**src/rtl/irq_ctx_seq.sv**
```systemverilog
module irq_ctx_seq #(
  parameter int          IDXW     = 3,
  parameter logic [15:0] VEC_BASE = 16'hFFF0,
  parameter logic [15:0] SP_INIT  = 16'h01FF
) (
  input  logic            clk,
  input  logic            rst_n,
  input  logic            take_irq,
  input  logic [IDXW-1:0] irq_idx,
  input  logic [1:0]      irq_lvl,
  input  logic            do_reti,
  input  logic            pc_we,
  input  logic [15:0]     pc_wdata,
  input  logic            ps_we,
  input  logic [15:0]     ps_wdata,
  output logic [15:0]     mem_addr,
  output logic            mem_wr,
  output logic            mem_rd,
  output logic [7:0]      mem_wdata,
  input  logic [7:0]      mem_rdata,
  output logic            busy,
  output logic [15:0]     pc,
  output logic [15:0]     ps,
  output logic [15:0]     sp
);
  typedef enum logic [3:0] {
    IDLE, PSH_PCL, PSH_PCH, PSH_PSL, PSH_PSH,
    VEC_HI, VEC_LO, POP_PSH, POP_PSL, POP_PCH, POP_PCL
  } st_t;

  st_t st;
  logic [IDXW-1:0] idx_q;
  logic [1:0]      lvl_q;
  logic [15:0]     vaddr;

  assign vaddr  = VEC_BASE - (16'(idx_q) << 1);
  assign busy   = (st != IDLE);
  assign mem_wr = (st == PSH_PCL) || (st == PSH_PCH) || (st == PSH_PSL) || (st == PSH_PSH);
  assign mem_rd = busy && !mem_wr;

  always_comb begin
    case (st)
      VEC_HI:                            mem_addr = vaddr;
      VEC_LO:                            mem_addr = vaddr + 16'd1;
      POP_PSH, POP_PSL, POP_PCH, POP_PCL: mem_addr = sp + 16'd1;
      default:                           mem_addr = sp;
    endcase
    case (st)
      PSH_PCL: mem_wdata = pc[7:0];
      PSH_PCH: mem_wdata = pc[15:8];
      PSH_PSL: mem_wdata = ps[7:0];
      PSH_PSH: mem_wdata = ps[15:8];
      default: mem_wdata = 8'h00;
    endcase
  end

  always_ff @(posedge clk) begin
    if (!rst_n) begin
      st    <= IDLE;
      pc    <= '0;
      ps    <= '0;
      sp    <= SP_INIT;
      idx_q <= '0;
      lvl_q <= '0;
    end else begin
      case (st)
        IDLE: begin
          if (take_irq) begin
            st    <= PSH_PCL;
            idx_q <= irq_idx;
            lvl_q <= irq_lvl;
          end else if (do_reti) begin
            st <= POP_PSH;
          end else begin
            if (pc_we) pc <= pc_wdata;
            if (ps_we) ps <= ps_wdata;
          end
        end
        PSH_PCL: begin sp <= sp - 16'd1; st <= PSH_PCH; end
        PSH_PCH: begin sp <= sp - 16'd1; st <= PSH_PSL; end
        PSH_PSL: begin sp <= sp - 16'd1; st <= PSH_PSH; end
        PSH_PSH: begin sp <= sp - 16'd1; st <= VEC_HI;  end
        VEC_HI:  begin pc[15:8] <= mem_rdata; st <= VEC_LO; end
        VEC_LO: begin
          pc[7:0] <= mem_rdata;
          ps[1:0] <= lvl_q;
          st      <= IDLE;
        end
        POP_PSH: begin sp <= sp + 16'd1; ps[15:8] <= mem_rdata; st <= POP_PSL; end
        POP_PSL: begin sp <= sp + 16'd1; ps[7:0]  <= mem_rdata; st <= POP_PCH; end
        POP_PCH: begin sp <= sp + 16'd1; pc[15:8] <= mem_rdata; st <= POP_PCL; end
        POP_PCL: begin sp <= sp + 16'd1; pc[7:0]  <= mem_rdata; st <= IDLE;    end
        default: st <= IDLE;
      endcase
    end
  end
endmodule


```
**config.mk**
```make
export PLATFORM = sky130hd
export DESIGN_NAME = irq_ctx_seq
export DESIGN_NICKNAME = d
export VERILOG_FILES = /design/src/rtl/irq_ctx_seq.sv
export SDC_FILE = /design/constraint.sdc
export NUM_CORES = 1
export LEC_CHECK = 0
export BUFFER_PORTS_ARGS = -buffer_cell sky130_fd_sc_hd__buf_2
export CORE_MARGIN = 2
export CORE_UTILIZATION = 56
export DETAILED_ROUTE_END_ITERATION = 8
export PLACE_DENSITY = 0.95
export SLEW_MARGIN = 20
export SYNTH_ARGS = -nofsm -noshare
export SYNTH_HDL_FRONTEND = slang
export SYNTH_SLANG_ARGS = --single-unit
export TNS_END_PERCENT = 5
```
**constraint.sdc**
```tcl
create_clock -name clk -period 4.45 [get_ports clk]
set_input_delay 0.6675 -clock clk [delete_from_list [all_inputs] [get_ports clk]]
set_output_delay 0.6675 -clock clk [all_outputs]
set_load 0.05 [all_outputs]
```
== Word-level counts from Yosys, hierarchy flattened ==
Cells that the tools add are included.

* Add/sub/neg operators: 4
* Equality and inequality tests: 15
* Mux-type cells: 17
* Reductions and logical operators: 23

{| class="wikitable"
|+ Operator list
! cell !! count
|-
| $mux 16 || 6
|-
| $pmux 16 s3 || 1
|-
| $pmux 8 s2 || 3
|-
| $pmux 4 s9 || 1
|-
| $pmux 16 s2 || 1
|-
| $pmux 8 s4 || 1
|-
| $reduce_and 4->1 || 5
|-
| $add 16x1->16 const B || 1
|-
| $eq 4x3->1 const B || 4
|-
| $sub 16x1->16 const B || 1
|-
| $eq 4x4->1 const B || 3
|-
| $pmux 6 s2 || 1
|-
| $reduce_bool 2->1 || 5
|-
| $eq 4x2->1 const B || 2
|-
| $mux 4 || 2
|-
| $ne 2x2->1 const B || 4
|-
| $reduce_or 4->1 || 2
|-
| $add 6x2->7 const B || 1
|-
| $pmux 2 s3 || 1
|-
| $sub 5x5->6 const A || 1
|-
| $eq 4x1->1 const B || 1
|-
| $logic_not 4->1 || 1
|-
| $reduce_bool 4->1 || 1
|-
| $reduce_or 2->1 || 2
|-
| 6 further kinds || 8
|}

* Register bits after elaboration: 57
* Input port bits: 51
* Output and inout bits: 75
* Logic and storage cells: 68

== Logic depth before layout (Yosys ltp) ==
Gate-level depths: netlist of the first run.

* Depth in word-level cells: 6
* Gate-level depth with buffers: 9
* Gate-level depth less buffers: 8

== Least setup slack after synthesis of the first run ==
Ideal clock, no wire load.

* Kind: flip-flop to output port
* Start point: reg sp[1]
* End point: out mem_addr[9]
* Arrival: 2.555 ns
* Required time: 3.783 ns
* Setup slack: 1.227 ns
* Stages on the path, launching flop included: 6
* Path buffers: 1
* Path through: dfxtp_1 > clkbuf_1 > nand4_1 > nor2_1 > nand2_1 > o311ai_1

* Cells in the longest elaborated chain, start to end: 2

{| class="wikitable"
|+ Ends and longest elaborated chain
! element !! line !! text
|-
| start, declared || 24 || <nowiki>output logic [15:0] sp</nowiki>
|-
| start signal, assigned || 62 || <nowiki>sp <= SP_INIT;</nowiki>
|-
| start signal, assigned || 79 || <nowiki>PSH_PCL: begin sp <= sp - 16'd1; st <= PSH_PCH; end</nowiki>
|-
| start signal, assigned || 80 || <nowiki>PSH_PCH: begin sp <= sp - 16'd1; st <= PSH_PSL; end</nowiki>
|-
| $add 16x1->16 || 45 || <nowiki>POP_PSH, POP_PSL, POP_PCH, POP_PCL: mem_addr = sp + 16'd1;</nowiki>
|-
| $pmux 16 s3 || 42 || <nowiki>case (st)</nowiki>
|-
| end, declared || 16 || <nowiki>output logic [15:0] mem_addr,</nowiki>
|}

Every way passes these cells.

== Worst setup path in the final report of the first run ==
* Start point: reg st[3]
* End point: out mem_addr[14]

* Cells in the longest elaborated chain, start to end: 3
* Elaborated cells on any way between the ends: 8
* Classes of those cells: eq/ne (6); mux (1); reduce/logical (1)

{| class="wikitable"
|+ Ends and longest elaborated chain
! element !! line !! text
|-
| start, declared || 31 || <nowiki>st_t st;</nowiki>
|-
| start signal, assigned || 59 || <nowiki>st <= IDLE;</nowiki>
|-
| start signal, assigned || 69 || <nowiki>st <= PSH_PCL;</nowiki>
|-
| start signal, assigned || 73 || <nowiki>st <= POP_PSH;</nowiki>
|-
| $eq 4x4->1 / $eq 4x3->1 (equally long branches) || 42 ||
|-
| $reduce_or 4->1 (no source line) || n/a ||
|-
| $pmux 16 s3 * || 42 ||
|}

Mark *: on every way between the ends. The rest lies on a longest branch, timed or not.

==> results of run 1 <==
[synth_stat cells (8+ instances only)]
cell type and count:
nand3_1 32, a21oi_1 25, o21ai_0 11, nand4_1 8
inv_1 9, o21ai_1 9, dfxtp_1 57, a22oi_1 18
a311oi_1 16, clkbuf_1 14, a211oi_1 19, nand2_1 54
nor2_1 70, o22ai_1 9, mux2i_1 20, buf_2 19
[sequential cells by signal, summed over array words and instances (netlist names)]
| register | count |
|---|---|
| st | 4 |
| sp | 16 |
| pc | 16 |
| lvl_q | 2 |
| ps | 16 |
| idx_q | 3 |
[per-stage QoR]
step,hold slack (ps),utilization (%),std cells
after floorplan,455,-,516
after global placement,479,65.8,695
after detailed placement,488,65.8,695
after CTS,505,68.5,710
after global routing,520,68.5,710
final,495,68.5,710
[final cells by class]
type | count | share of cell area (%)
Inverter | 10 | 0.802
Clock inverter | 6 | 1.28
Tap cell | 96 | 2.57
Sequential cell | 57 | 24.4
Multi-Input combinational cell | 402 | 54.2
Clock buffer | 9 | 2.65
Timing Repair Buffer | 130 | 14.2
[metal layers]
layer	vias up	part of all wire, %
met4	0	4.2
met5	-	0
met1	2099	38
li1	2088	-
met3	66	11
met2	348	46
[power groups by stage]
stage               combinational, mW  sequential, mW  clock, mW
global placement                0.661           0.623          0
detailed placement              0.678           0.626          0
CTS                             0.680           0.614      0.473
finish                          0.693           0.618      0.472
global route                    0.732           0.623      0.490
floorplan                       0.452           0.688          0
[placed cells by master, fill, tap and decap left out, types with 9 or more instances in the layout]
cell,synthesis,layout
buf_2,19,125
inv_1,9,9
o21ai_1,9,9
nor2_1,70,70
mux2i_1,20,20
dfxtp_1,57,57
nand3_1,32,32
a311oi_1,16,16
clkbuf_8,3,9
o22ai_1,9,9
a211oi_1,19,19
nand2_1,54,54
a21oi_1,25,25
o21ai_0,11,11
a22oi_1,18,18
[worst max-delay path by stage]
| stage | startpoint | to | slack, ps | cells after the start |
|---|---|---|---|---|
| 5_1_grt | st[3] | mem_addr[5] | 330 | 6 |
| 3_3_place_gp | st[3] | mem_addr[14] | 1110 | 5 |
| 6_report | st[3] | mem_addr[14] | 590 | 5 |
| 2_1_floorplan | sp[1] | mem_addr[9] | 1230 | 5 |
| 3_5_place_dp | st[3] | mem_addr[14] | 1010 | 5 |
| 4_1_cts | st[3] | mem_addr[14] | 650 | 5 |
[worst max-delay path, cell delays in order, from the launching register on]
cell and delay [ps]:
dfxtp_1 860, nand4b_2 480, a21boi_2 810, nor2_1 150, a211o_1 300, buf_2 210
[cell families (layout without fill, tap and decap cells)]
kind of cell | count (synthesis) | after routing | synth area share [%]
AND/OR/NAND/NOR | 214 | 214 | 27.0
AO/OA/AOI/OAI | 149 | 149 | 26.5
flip-flops | 57 | 57 | 28.6
buffers and inverters | 57 | 155 | 7.90
multiplexers | 23 | 23 | 6.20
XOR/XNOR | 13 | 13 | 2.85
adder cells (fa/ha/maj) | 3 | 3 | 0.940
==> flow_summary.toml, run 1 <==
[status]
outcome = "complete, no violations"

[yosys]
async_flop_share_pct = 0
synth_seq_area_share_pct = 28.6
yosysTopAreaCell = "dfxtp_1"
avgSynthCellArea_um2 = 7.74
yosysTopAreaCellShare_pct = 28.6
netlist_area_um2 = 3990
yosys_warnings = 0
synth_flop_cell = "dfxtp_1"
synthTopCellsByArea = "dfxtp_1 29%, nor2_1 6.6%, nand2_1 5.1%, mux2i_1 5.0%, nand3_1 4.0%"
synth_nets = 570
ys_types = 74
synth-seq-cells = 57
synth_edf_count = 0
synth_cells = 516

[global_routing]
busiest_layer = "met2"
globalRouteMet1Util_pct = 42.8
met3_usage_pct = 7.00
use_met2_pct = 49.3
grt_overflow = 0
grt_first_pass_wirelength_mm = 19.8
grt_max_degree = 47
antenna_found_initial = 0
grt_pass1_vias = 4107
grt_usage_pct = 32.6

[drt]
first_pass_iters = 8
routed_wl_mm = 12.8
wl_per_cell_um = 18.1
drc = 0
ant_nets = 0
drtIter0Drc = 764
vias = 4601
vias_per_cell = 6.48

[place]
placed_area_um2 = 4500
port_buffers = 125
dp_slack_ps = 1010
routabilityCongestion = 0.953
dpl.hpwl_mm = 9.03

[critical_path]
rr_startpoint = "st[3]"
worstPathMaxFanout = 27
reg2reg_slack_ps = 1430
end_kind = "output port"
worstPathRequired_ps = 3780
timing.rr.end = "sp[15]"
rr_worst_depth = 7
worst-setup-path-type = "reg2out"
cp-start-kind = "flop"
crit_arrival_ps = 3190

[cells_and_area]
fill_cells = 572
layout.nets = 664
drive_above_1_share_pct = 27.5
multiInputGateArea_um2 = 2540
final_area_um2 = 4680
seq_area_um2 = 1140
synthToLayoutAreaGrowth_pct = 17.3
antenna_cells = 0

[floorplan]
die-area_um2 = 7820
fp.dieW_um = 88.4
start_util_pct = 58.4
io_pins = 126
rows = 30
core_area_um2 = 6830
die_y_um = 88.4

[power_and_ir_drop]
power_mw = 1.78
power.density_nw_per_um2 = 381
swShare_pct = 44.7
p_clk_share_pct = 26.5
comb_power_share_pct = 38.9
ir_drop_mv = 0.309
power_switching_mw = 0.797
p_int_mw = 0.987
seqPwrFrac_pct = 34.7
leakage_nw = 1.97

[clock_tree]
htreeDepth = 3
cts_setup_buffers = 0
hold_buffers = 0
cts_buffers = 9
cts_resized = 0
cts_buffer_depth = 2
clk_pin_slew_worst_paths_ps = 60
cts-root-buf = "clkbuf_8"
cts_tree = "built"
clkLatencyLatePin_ps = 350
clock-sinks = 57

[sta]
layout_setup_ws_ps = 595
finalSetupViolCount = 0
slew_headroom_pct = 35.6
drv_slew = 0
skew_ps = 11.2
final.min_clock_period_ps = 3860
rsz0062_at_grt = "false"
tns_ps = 0
max_freq_ghz = 0.259
hold_violations = 0
worst_pin_slew_ps = 961
min_period_over_period_pct = 86.6

[worst_hold_path]
hold_path_end = "lvl_q[1]"
hold_path.class = "reg2reg"
hp-start = "lvl_q[1]"
hold_path_depth = 2

[flow_run]
cap_violations = 0
Note: power is estimated with default switching activity, not from simulation.
==> run 2: changes to the inputs <==
==> constraint.sdc (replaced) <==
create_clock -name clk -period 4.45 [get_ports clk]
set_input_delay 0.6675 -clock clk [delete_from_list [all_inputs] [get_ports clk]]
set_output_delay 0.6675 -clock clk [all_outputs]
set_load 0.02 [all_outputs]
==> flow_summary.toml, run 2 (synthesized netlist as in run 1, its figures left out) <==
[power_and_ir_drop]
power.density_nw_per_um2 = 355
power_mw = 1.66
leakage_nw = 1.97
ir_drop_mv = 0.225

[clock_tree]
clkLatencyLatePin_ps = 360
hold_buffers = 0
cts_setup_buffers = 0
cts_tree = "built"
cts_resized = 0
cts-root-buf = "clkbuf_8"
clock-sinks = 57
cts_buffers = 9
clk_pin_slew_worst_paths_ps = 70
htreeDepth = 3
cts_buffer_depth = 2

[place]
port_buffers = 125
routabilityCongestion = 0.959
dp_slack_ps = 1080
placedCellCount = 694
dpl.hpwl_mm = 9.08

[drt]
ant_nets = 0
drtIter0Drc = 677
drc = 0
vias_per_cell = 6.54
vias = 4651
routed_wl_mm = 12.9
wl_per_cell_um = 18.2
first_pass_iters = 6

[cells_and_area]
reg_top3 = "pc x16, ps x16, sp x16"
final_common_cell = "buf_2"
final_cell_mix = "125 x buf_2, 70 x nor2_1, 57 x dfxtp_1"
final_cells = 711
synthToLayoutAreaGrowth_pct = 17.5
drive_above_1_share_pct = 27.4
layout.nets = 663

[sta]
worst_pin_slew_ps = 894
slew_headroom_pct = 40.1
fin_hold_ws_ps = 506
drv_slew = 0
rsz0062_at_grt = "false"
finalSetupViolCount = 0
tns_ps = 0
skew_ps = 14.5
max_freq_ghz = 0.266
min_period_over_period_pct = 84.4
final.min_clock_period_ps = 3750
layout_setup_ws_ps = 696
hold_violations = 0

[floorplan]
start_util_pct = 58.4
fp.dieW_um = 88.4
die_y_um = 88.4
core_area_um2 = 6830
io_pins = 126
rows = 30
die-area_um2 = 7820

[global_routing]
grt_first_pass_wirelength_mm = 19.9
grt_max_degree = 47
grt_usage_pct = 32.7
grt_pass1_vias = 4092
antenna_found_initial = 0
grt_overflow = 0

[status]
outcome = "complete, no violations"

[critical_path]
worstPathRequired_ps = 3780
worst-setup-path-type = "reg2out"
worstPathMaxFanout = 27
reg2reg_slack_ps = 1620
end_kind = "output port"
crit_arrival_ps = 3090
cp-start-kind = "flop"
rr_worst_depth = 7

[flow_run]
cap_violations = 0

[worst_hold_path]
hold_path_depth = 2
hold_path.class = "reg2reg"
## run 2: changes by cell type in the layout (fill, tap and decap cells not counted)
| cell | before | now |
|---|---|---|
| clkbuf_1 | 0 | 1 |
| buf_4 | 5 | 4 |
| clkinv_2 | 3 | 2 |
| clkbuf_8 | 9 | 10 |
| diode_2 | 0 | 1 |
## run 2: area by class of cell
cell class              instances  area [um^2]
clock buffers                  11          141
inverters                      10         37.5
well taps                      96          120
fillers                       542         2140
multi-input cells             402         2540
flip-flops and latches         57         1140
repair buffers                129          656
diodes                          1         2.50
clock inverters                 5         55.1
## run 2: metal layers
metal,track usage (%),vias to the layer above,wire length (um)
li1,-,2105,-
met1,44.1,2117,4800
met2,50.4,363,6080
met3,6.90,66,1500
met4,14.6,0,534
met5,0,-,0
## run 2: critical path, stage by stage, from the launching register on
cell and delay (ps):
dfxtp_1 850, nand4b_2 470, a21boi_2 770, nor2_1 110, o21ai_0 190, o311ai_1 120, buf_2 210
## run 2: through the flow
stage | cell area [um^2] | utilization [%]
3_5_place_dp | 4490 | 65.7
3_3_place_gp | 4490 | 65.7
4_1_cts | 4690 | 68.6
6_report | 4690 | 68.6
2_1_floorplan | 3990 | -
5_1_grt | 4690 | 68.6
## run 2: worst paths after layout
path / start / end
max reg2reg: st[3] / sp[4]
max: st[3] / mem_addr[5]
min reg2reg: pc[13] / pc[13]
min: pc[13] / pc[13]
## run 2: power breakdown
group	internal (mW)	switching, mW	leakage (nW)
Sequential	0.548	0.0711	0.464
Clock	0.272	0.227	0.0953
Combinational	0.186	0.361	1.41
==> run 3: changes to the inputs <==
Settings changed: CORE_UTILIZATION 56 to 47, PLACE_DENSITY 0.95 to 0.89.
Clock period 4.45 ns to 3.2 ns, I/O delays scaled along.
==> flow_summary.toml, run 3 (synthesized netlist as in run 1, its figures left out) <==
[clock_tree]
cts_buffer_depth = 2
clk_pin_slew_worst_paths_ps = 80
hold_buffers = 0
cts_resized = 0
cts-root-buf = "clkbuf_8"
clock-sinks = 57
clkLatencyLatePin_ps = 350
cts_buffers = 9
cts_tree = "built"
htreeDepth = 3
cts_setup_buffers = 0

[sta]
tns_ps = 0
layout_setup_ws_ps = 166
rsz0062_at_grt = "false"
hold_violations = 0
fin_hold_ws_ps = 372
finalSetupViolCount = 0
final.min_clock_period_ps = 3030
worst_pin_slew_ps = 823
max_freq_ghz = 0.330
skew_ps = 16.8
slew_headroom_pct = 45.0
min_period_over_period_pct = 94.8
drv_slew = 0

[floorplan]
die_y_um = 96.2
die-area_um2 = 9250
rows = 33
start_util_pct = 48.6
io_pins = 126
fp.dieW_um = 96.2
core_area_um2 = 8220

[critical_path]
crit_arrival_ps = 2550
reg2reg_slack_ps = 760
crit_start = "sp[5]"
timing.rr.end = "sp[14]"
worstPathMaxFanout = 15
cp-start-kind = "flop"
end_kind = "output port"
slowest_stage = "dfxtp_1"
crit_top_cell = "nand2_1"
critPathBufInv = 1
rr_worst_depth = 8
path_delay_family = "simple AND/OR/NAND/NOR gates"
path_cells = "nand3_1 > nor4_1 > nand2_1 > a211o_1 > nand2_1 > o21a_1 > buf_2"
worst-setup-path-type = "reg2out"
rr_startpoint = "sp[0]"
critical-path-max-stage-delay_ps = 650
worstPathRequired_ps = 2720

[place]
dpl.hpwl_mm = 9.01
dp_slack_ps = 636
routabilityCongestion = 0.969
placed_area_um2 = 4540
port_buffers = 125

[drt]
drtIter0Drc = 344
met2RoutedLength_mm = 6.06
drc = 0
routed_wl_mm = 12.6
wl_met3_mm = 1.12
ant_nets = 0
met1_length_mm = 5.16
topRoutingLayerUsed = "met4"
vias = 4456
first_pass_iters = 7
wl_per_cell_um = 17.3
vias_per_cell = 6.15

[worst_hold_path]
hp-start = "irq_idx[1]"
hold_path_depth = 3
hold_path.class = "in2reg"
hold_path_end = "idx_q[1]"

[global_routing]
grt_usage_pct = 26.5
grt_max_degree = 47
grt_overflow = 0
antenna_found_initial = 0
grt_first_pass_wirelength_mm = 19.3
grt_pass1_vias = 3941

[cells_and_area]
synthToLayoutAreaGrowth_pct = 18.3
seq_area_um2 = 1140
final_area_um2 = 4720
multiInputGateArea_um2 = 2540
reg_top3 = "pc x16, ps x16, sp x16"
layout.nets = 668
drive_above_1_share_pct = 28.1
final_common_cell = "buf_2"
antenna_cells = 0
fill_cells = 768
final_cell_mix = "125 x buf_2, 70 x nor2_1, 57 x dfxtp_1"

[power_and_ir_drop]
ir_drop_mv = 0.316
leakage_nw = 1.99
power_mw = 2.27
power.density_nw_per_um2 = 480

[status]
outcome = "complete, no violations"

[flow_run]
cap_violations = 0
## run 3: where the power goes
| group | leakage, nW | total, mW | internal (mW) | switching (mW) |
|---|---|---|---|---|
| clock network | 0.0888 | 0.649 | 0.295 | 0.354 |
| logic | 1.44 | 0.773 | 0.262 | 0.511 |
| registers | 0.464 | 0.845 | 0.762 | 0.0830 |
| total | 1.99 | 2.27 | 1.32 | 0.948 |
## run 3: how the worst max path moves through the flow
stage | to | slack, ps | cells past startpoint
2_1_floorplan | mem_addr[5] | 840 | 6
3_3_place_gp | mem_addr[13] | 610 | 7
3_5_place_dp | mem_wdata[2] | 640 | 5
4_1_cts | mem_addr[13] | 240 | 7
5_1_grt | mem_addr[14] | 1 | 7
6_report | mem_addr[13] | 170 | 7
## run 3: area by class of cell
class / count / area share [%]
Clock buffer: 9 / 2.62
Clock inverter: 7 / 1.30
Inverter: 10 / 0.794
Multi-Input combinational cell: 402 / 53.7
Sequential cell: 57 / 24.2
Tap cell: 105 / 2.78
Timing Repair Buffer: 134 / 14.7
## run 3: per-layer routing
layer	GRT usage, %	vias to the layer above
li1	-	2103
met1	33.5	2078
met2	44.5	254
met3	6.81	21
met4	7.26	0
met5	0	-
## run 3: per-stage QoR
step / utilization, % / instances
finish: 57.5 / 724
CTS: 57.5 / 724
global route: 57.5 / 724
floorplan: - / 516
global placement: 55.2 / 708
detailed placement: 55.2 / 708
## run 3: tightest hold or removal path, cell delays in order
cell,delay (ps)
buf_2,70
mux2i_1,50
nor2_1,70
